### src/rtl/dbg_evt_pkg.sv
package dbg_evt_pkg;
  localparam int STAT_W  = 3;
  localparam int UNC_BIT = 0;
  localparam int RTN_BIT = 1;
  localparam int IMP_BIT = 2;
endpackage

### src/rtl/dbg_evt_classify.sv
module dbg_evt_classify
  import dbg_evt_pkg::*;
(
  input  logic              uncond_evt_i,
  input  logic              ret_evt_i,
  input  logic              ret_de_after_i,
  input  logic              dbg_en_i,
  output logic [STAT_W-1:0] set_vec_o,
  output logic              imm_hit_o,
  output logic              any_evt_o
);
  always_comb begin
    set_vec_o          = '0;
    set_vec_o[UNC_BIT] = uncond_evt_i;
    set_vec_o[RTN_BIT] = ret_evt_i;
    // imprecise: recorded while debug interrupts were off
    set_vec_o[IMP_BIT] = (uncond_evt_i | ret_evt_i) & ~dbg_en_i;
    imm_hit_o = (uncond_evt_i & dbg_en_i) |
                (ret_evt_i & dbg_en_i & ret_de_after_i);
    any_evt_o = uncond_evt_i | ret_evt_i;
  end
endmodule

### src/rtl/dbg_evt_status.sv
module dbg_evt_status
  import dbg_evt_pkg::*;
(
  input  logic              clk,
  input  logic              rst_n,
  input  logic [STAT_W-1:0] set_vec_i,
  input  logic              clr_we_i,
  input  logic [STAT_W-1:0] clr_mask_i,
  output logic [STAT_W-1:0] stat_q_o,
  output logic              evt_live_o
);
  logic [STAT_W-1:0] stat_d;

  for (genvar i = 0; i < STAT_W; i++) begin : g_bit
    assign stat_d[i] = set_vec_i[i] | (stat_q_o[i] & ~(clr_we_i & clr_mask_i[i]));
    always_ff @(posedge clk) begin
      if (!rst_n) stat_q_o[i] <= 1'b0;
      else        stat_q_o[i] <= stat_d[i];
    end
  end

  assign evt_live_o = stat_d[UNC_BIT] | stat_d[RTN_BIT];
endmodule

### src/rtl/dbg_evt_irq_seq.sv
module dbg_evt_irq_seq #(
  parameter int ADDR_W = 32
) (
  input  logic              clk,
  input  logic              rst_n,
  input  logic              imm_hit_i,
  input  logic              any_evt_i,
  input  logic              evt_live_i,
  input  logic              dbg_en_i,
  input  logic              de_set_i,
  input  logic              hipri_i,
  input  logic [ADDR_W-1:0] next_addr_i,
  input  logic              irq_ack_i,
  output logic              irq_req_o,
  output logic [ADDR_W-1:0] save_addr_o,
  output logic              de_clr_o
);
  logic pend_q;
  logic en_eff;
  logic take;

  assign en_eff = dbg_en_i | de_set_i;
  assign take   = ~irq_req_o & ~hipri_i &
                  (imm_hit_i | (pend_q & en_eff & evt_live_i));

  always_ff @(posedge clk) begin
    if (!rst_n) begin
      pend_q      <= 1'b0;
      irq_req_o   <= 1'b0;
      save_addr_o <= '0;
      de_clr_o    <= 1'b0;
    end else begin
      de_clr_o <= irq_req_o & irq_ack_i;
      if (take) begin
        irq_req_o   <= 1'b1;
        save_addr_o <= next_addr_i;
        pend_q      <= 1'b0;
      end else begin
        pend_q <= (pend_q | any_evt_i) & evt_live_i;
        if (irq_req_o && irq_ack_i) irq_req_o <= 1'b0;
      end
    end
  end
endmodule

### src/rtl/dbg_evt_ctrl.sv
module dbg_evt_ctrl
  import dbg_evt_pkg::*;
#(
  parameter int ADDR_W = 32
) (
  input  logic              clk,
  input  logic              rst_n,
  input  logic              uncond_evt_i,
  input  logic              ret_evt_i,
  input  logic              ret_de_after_i,
  input  logic              dbg_en_i,
  input  logic              de_set_i,
  input  logic [ADDR_W-1:0] next_addr_i,
  input  logic              hipri_i,
  input  logic              clr_we_i,
  input  logic [STAT_W-1:0] clr_mask_i,
  input  logic              irq_ack_i,
  output logic              irq_req_o,
  output logic [ADDR_W-1:0] save_addr_o,
  output logic              de_clr_o,
  output logic [STAT_W-1:0] status_o
);
  logic [STAT_W-1:0] set_vec;
  logic              imm_hit;
  logic              any_evt;
  logic              evt_live;

  dbg_evt_classify u_cls (
    .uncond_evt_i   (uncond_evt_i),
    .ret_evt_i      (ret_evt_i),
    .ret_de_after_i (ret_de_after_i),
    .dbg_en_i       (dbg_en_i),
    .set_vec_o      (set_vec),
    .imm_hit_o      (imm_hit),
    .any_evt_o      (any_evt)
  );

  dbg_evt_status u_stat (
    .clk        (clk),
    .rst_n      (rst_n),
    .set_vec_i  (set_vec),
    .clr_we_i   (clr_we_i),
    .clr_mask_i (clr_mask_i),
    .stat_q_o   (status_o),
    .evt_live_o (evt_live)
  );

  dbg_evt_irq_seq #(.ADDR_W(ADDR_W)) u_seq (
    .clk         (clk),
    .rst_n       (rst_n),
    .imm_hit_i   (imm_hit),
    .any_evt_i   (any_evt),
    .evt_live_i  (evt_live),
    .dbg_en_i    (dbg_en_i),
    .de_set_i    (de_set_i),
    .hipri_i     (hipri_i),
    .next_addr_i (next_addr_i),
    .irq_ack_i   (irq_ack_i),
    .irq_req_o   (irq_req_o),
    .save_addr_o (save_addr_o),
    .de_clr_o    (de_clr_o)
  );
endmodule

### config.mk
export PLATFORM = sky130hd
export DESIGN_NAME = dbg_evt_ctrl
export DESIGN_NICKNAME = d
export VERILOG_FILES = /design/src/rtl/dbg_evt_pkg.sv /design/src/rtl/dbg_evt_classify.sv /design/src/rtl/dbg_evt_status.sv /design/src/rtl/dbg_evt_irq_seq.sv /design/src/rtl/dbg_evt_ctrl.sv
export SDC_FILE = /design/constraint.sdc
export NUM_CORES = 1
export LEC_CHECK = 0
export BUFFER_PORTS_ARGS = -buffer_cell sky130_fd_sc_hd__buf_2
export CORE_MARGIN = 5
export CORE_UTILIZATION = 45
export CTS_CLUSTER_DIAMETER = 200
export DETAILED_ROUTE_END_ITERATION = 8
export PLACE_DENSITY = 0.8
export SLEW_MARGIN = 20
export SYNTH_ARGS = -nofsm -noshare
export SYNTH_HDL_FRONTEND = slang
export SYNTH_SLANG_ARGS = --single-unit
export TNS_END_PERCENT = 5
### constraint.sdc
create_clock -name clk -period 2.09 [get_ports clk]
set_input_delay 0.418 -clock clk [delete_from_list [all_inputs] [get_ports clk]]
set_output_delay 0.418 -clock clk [all_outputs]
set_load 0.02 [all_outputs]
==> flow_summary.yaml, run 1 <==
drt:
  ant_nets: 0
  viasPerCell: 4.51
  first_pass_iters: 4
  drc_errors: 0
  vias: 1330
  drt_iter0_markers: 37
  routed_wl_um: 3190
  drt-wirelength-per-cell_um: 10.8
sta:
  hold_slack_ns: 0.314
  finalHoldViolCount: 0
  fin_setup_tns_ns: 0
  fmax_mhz: 615
  slew_headroom: 0.757
  grt_setup_unrepaired: "no"
  period_needed_ns: 1.63
  skew_ns: 0.00562
  worst_pin_slew_ns: 0.363
  layout_setup_ws_ns: 0.463
  timing.final.crit_share: 0.778
  setup_viol_count_final: 0
  slew_violations: 0
power_and_ir_drop:
  p_leak_uw: 0.00100
  ir_drop_mv: 0.466
  powerDensity_nw_per_um2: 688
clocking:
  cts_resized: 0
  clock-sinks: 38
  numCtsBuffers: 5
  clk_path_buf_depth: 2
  insertion_delay_ns: 0.33
  root_buffer: "clkbuf_4"
  clkSlewWorstSetupHoldPaths_ns: 0.11
  cts_tree: "yes"
  post_cts_buffers: 0
  h-tree-depth: 2
  cts_hold_buf: 0
logic_synthesis:
  synthCells: 166
  synth_warnings: 0
  syn-cell-area_um2: 1540
  ys_seq_elements: 38
  synth_cell_types: 19
  syn_avg_cell_area_um2: 9.25
  seq_area_frac_synth: 0.496
  synth_nets: 211
place:
  port_buffers: 81
  place.gp.congestion: 0.657
  dp_cells: 288
  dpl-instance-area_um2: 1990
  preCtsSetupSlack_ns: 0.210
  dpl.hpwl_um: 2470
critical_path:
  arrival_ns: 1.89
  end_kind: "register"
  rrSetupSlack_ns: 0.46
  worstPathCellList: "a21boi_1, o41ai_4, a21oi_4, buf_4, mux2i_1"
  cp-start-kind: "register"
  cp_slowest_cell: "dfxtp_1"
  critical_path_peak_fanout: 10
  setup.worst_path.class: "register to register"
  slowest_delay_ns: 0.33
  critPathRequiredTime_ns: 2.35
finish:
  area_growth_pct: 32.6
  fin_area_um2: 2040
  final.fill_count: 325
  regArea_um2: 761
  final_common_cell: "buf_2"
  fin_nets: 294
  drive_gt1_frac: 0.394
  final_cell_mix: "buf_2, nand2_1, dfxtp_1"
  multi_input_area_um2: 711
  stdcell_count: 295
  antenna_cells: 0
global_routing:
  grt_overflow: 0
  grt_max_degree: 36
  grt_pass1_wl_um: 4860
  grt_pass1_vias: 1172
  grt_util_all_layers: 0.139
  antenna_found_initial: 0
status:
  status: "finished, final reports clean"
floorplanning:
  dieArea_um2: 4680
  rows: 21
  ioPinCount: 82
  die_h_um: 68.4
  fp.dieW_um: 68.4
  core_um2: 3310
  initial_core_util: 0.464
flow_run:
  cap_violations: 0
worst_hold_path:
  hold_class: "primary input to register"
-- routing by layer --
metal / share of wire / up-vias / GRT usage
met5: 0 / - / 0
met4: 0.014 / 0 / 0.0670
met3: 0.093 / 5 / 0.0427
met2: 0.46 / 52 / 0.221
met1: 0.43 / 570 / 0.171
li1: - / 703 / -
-- cell families (layout without fill, tap and decap cells) --
family | count (synthesis) | count (layout) | share of synthesized area
AO/OA/AOI/OAI | 9 | 9 | 0.0652
buffers and inverters | 11 | 94 | 0.0416
flip-flops | 38 | 38 | 0.496
multiplexers | 32 | 32 | 0.209
AND/OR/NAND/NOR | 76 | 76 | 0.189
-- layout make-up --
| type | count | share of cell area |
|---|---|---|
| clock buffers | 5 | 0.0184 |
| clock inverters | 2 | 0.00492 |
| inverters | 1 | 0.00184 |
| multi-input cells | 117 | 0.349 |
| flip-flops and latches | 38 | 0.374 |
| well taps | 46 | 0.0283 |
| repair buffers | 86 | 0.224 |
-- critical path, delay by kind of cell, from the launching register on --
| family | cells | cell delay, ns |
|---|---|---|
| flops | 1 | 0.33 |
| buf+inv | 1 | 0.28 |
| mux | 1 | 0.21 |
| compound gates | 3 | 0.73 |
-- Yosys cell counts --
cell / count / area (um2)
a211oi_2: 1 / 12.5
o21ai_0: 1 / 5.00
a21oi_1: 1 / 5.00
nand2_1: 66 / 248
a21boi_1: 1 / 7.51
a21oi_4: 1 / 16.3
a21o_1: 1 / 7.51
o41ai_4: 1 / 27.5
buf_6: 3 / 33.8
and3_1: 1 / 6.26
mux2i_1: 32 / 320
inv_2: 1 / 3.75
o21a_1: 1 / 7.51
nor2_1: 8 / 30.0
a21boi_2: 1 / 11.3
dfxtp_1: 38 / 761
nor2b_1: 1 / 6.26
clkbuf_1: 6 / 22.5
buf_1: 1 / 3.75
-- worst paths after layout --
check,cells past startpoint,end,start
worst max-delay path,5,u_seq.save_addr_o[12],u_stat.stat_q_o[0]
worst min-delay path,3,u_seq.save_addr_o[26],next_addr_i[26]
worst max register to register,5,u_seq.save_addr_o[12],u_stat.stat_q_o[0]
worst min register to register,2,u_seq.save_addr_o[11],u_seq.save_addr_o[11]
-- power by group --
| part | leakage, uW | internal [uW] | switching, uW | total [uW] |
|---|---|---|---|---|
| logic | 0.000663 | 119 | 156 | 275 |
| registers | 0.000311 | 767 | 20.6 | 788 |
| clock network | 0.0000308 | 121 | 217 | 338 |
-- through the flow --
step,util,power [uW]
after global routing,0.615,1480
after global placement,0.601,1080
after CTS,0.615,1420
after detailed placement,0.601,1080
after floorplan,-,979
final,0.615,1400
-- sequential cells by signal, indices dropped and copies added (netlist names) --
name / flops
u_seq.save_addr_o: 32
u_stat.stat_q_o: 3
u_seq.pend_q: 1
u_seq.irq_req_o: 1
u_seq.de_clr_o: 1
Note: power is estimated with default switching activity, not from simulation.
==> inputs of run 2 (changes only) <==
--- a/config.mk
+++ b/config.mk
@@ -7,10 +7,10 @@
 export LEC_CHECK = 0
 export BUFFER_PORTS_ARGS = -buffer_cell sky130_fd_sc_hd__buf_2
 export CORE_MARGIN = 5
-export CORE_UTILIZATION = 45
+export CORE_UTILIZATION = 40
 export CTS_CLUSTER_DIAMETER = 200
 export DETAILED_ROUTE_END_ITERATION = 8
-export PLACE_DENSITY = 0.8
+export PLACE_DENSITY = 0.75
 export SLEW_MARGIN = 20
 export SYNTH_ARGS = -nofsm -noshare
 export SYNTH_HDL_FRONTEND = slang
==> constraint.sdc (replaced) <==
create_clock -name clk -period 1.42 [get_ports clk]
set_input_delay 0.284 -clock clk [delete_from_list [all_inputs] [get_ports clk]]
set_output_delay 0.284 -clock clk [all_outputs]
set_load 0.02 [all_outputs]
==> flow_summary.yaml, run 2 (synthesis gave the netlist of run 1 again) <==
floorplanning:
  fp.dieW_um: 72.0
  dieArea_um2: 5180
  core_um2: 3690
  initial_core_util: 0.416
  die_h_um: 72.0
  ioPinCount: 82
  rows: 22
global_routing:
  antenna_found_initial: 0
  grt_util_all_layers: 0.131
  grtUsageMet1: 0.152
  grt_pass1_wl_um: 5430
  grt_max_degree: 68
  top_usage_layer: "met2"
  use_met3: 0.0623
  use_met2: 0.217
  grt_pass1_vias: 1285
  grt_overflow: 0
clocking:
  numCtsBuffers: 5
  cts_hold_buf: 0
  h-tree-depth: 2
  clk_path_buf_depth: 2
  clkSlewWorstSetupHoldPaths_ns: 0.07
  clock-sinks: 38
  cts_tree: "yes"
  root_buffer: "clkbuf_8"
  insertion_delay_ns: 0.28
critical_path:
  ff2ff_path_depth: 5
  cp_slowest_cell: "o41ai_4"
  critical_path_peak_fanout: 10
  worstPathCellList: "a21boi_4, o41ai_4, a21oi_4, buf_12, mux2i_1"
  end_kind: "register"
  slowest_delay_ns: 0.38
  crit_cells: 5
  critPathRequiredTime_ns: 1.58
  cp-start-kind: "register"
  critPathBufInv: 1
  cp_top_family: "compound AO/OA/AOI/OAI gates"
  arrival_ns: 1.58
  setup.worst_path.class: "register to register"
sta:
  grt_setup_unrepaired: "yes"
  setup_viol_count_final: 0
  slew_headroom: 0.726
  fin_setup_tns_ns: 0
  skew_ns: 0.00417
  hold_slack_ns: 0.246
  timing.final.crit_share: 0.999
  period_needed_ns: 1.42
  fmax_mhz: 705
  worst_pin_slew_ns: 0.406
  slew_violations: 0
  finalHoldViolCount: 0
power_and_ir_drop:
  powerDensity_nw_per_um2: 1060
  ir_drop_mv: 0.667
  p_leak_uw: 0.00103
place:
  dpl.hpwl_um: 2540
  place.gp.congestion: 0.674
  dp_cells: 290
  dpl-instance-area_um2: 2040
  port_buffers: 81
finish:
  area_growth_pct: 39.1
  final_cell_mix: "buf_2, nand2_1, dfxtp_1"
  fin_area_um2: 2140
  top_regs: "u_seq.save_addr_o: 32 flops, u_stat.stat_q_o: 3 flops"
  top_register: "u_seq.save_addr_o"
  largest_reg_flops: 32
  drive_gt1_frac: 0.400
  final_common_cell: "buf_2"
  fin_nets: 295
  antenna_cells: 0
  stdcell_count: 298
worst_hold_path:
  hold_depth: 3
  hold_class: "primary input to register"
drt:
  routed_wl_um: 3430
  ant_nets: 0
  drt-wirelength-per-cell_um: 11.5
  vias: 1367
  viasPerCell: 4.59
  drt_iter0_markers: 57
  drc_errors: 0
  first_pass_iters: 4
flow_run:
  cap_violations: 0
status:
  status: "finished, final reports clean"
## run 2: cell types whose count changed in the layout (fill, tap and decap cells not counted), sizes merged
cell    previous run  this run
clkbuf             5         7
clkinv             2         0
buf               86        87
## run 2: report_power, final
| part | internal, uW | total [uW] | switching [uW] |
|---|---|---|---|
| Clock | 338 | 670 | 332 |
| Sequential | 1130 | 1160 | 31.0 |
| Combinational | 200 | 439 | 239 |
| Total | 1670 | 2270 | 602 |
## run 2: path summary, 6_finish.rpt
check                        from                     to  slack (ns)
max reg2reg    u_stat.stat_q_o[0]  u_seq.save_addr_o[10]       0.002
min reg2reg  u_seq.save_addr_o[8]   u_seq.save_addr_o[8]        0.45
min               next_addr_i[18]  u_seq.save_addr_o[18]        0.25
max            u_stat.stat_q_o[0]  u_seq.save_addr_o[10]       0.002
## run 2: area by class of cell
class	count	area [um2]
timing repair buffer	87	500
multi-input combinational	117	729
fill	350	1550
inverter	1	3.75
sequential	38	766
clock buffer	7	76.3
tap	48	60.1
## run 2: metrics by stage
stage               total power (uW)   util  setup WS (ns)
floorplan                       1440      -        -0.0739
global placement                1620  0.554        -0.0560
detailed placement              1620  0.554         -0.120
CTS                             2290  0.575        -0.0510
global route                    2390  0.579        -0.0961
finish                          2270  0.579        0.00187
## run 2: worst register-to-register path, delay by kind of cell, from the launching register on
family | cells | cell delay (ns)
AO/OA/AOI/OAI | 3 | 0.68
buffers and inverters | 1 | 0.18
flip-flops | 1 | 0.32
multiplexers | 1 | 0.12
## run 2: what timing repair did
item | in CTS | in global routing
pin swaps | 2 | 2
setup buffers | 0 | 1
resized for setup | 0 | 2
endpoints found under the setup margin | 32 | 32
cloned | 0 | 0
## run 2: routing by layer
metal | up-vias | part of all wire
li1 | 704 | -
met1 | 603 | 0.41
met2 | 56 | 0.48
met3 | 4 | 0.11
met4 | 0 | 0.0076
met5 | - | 0
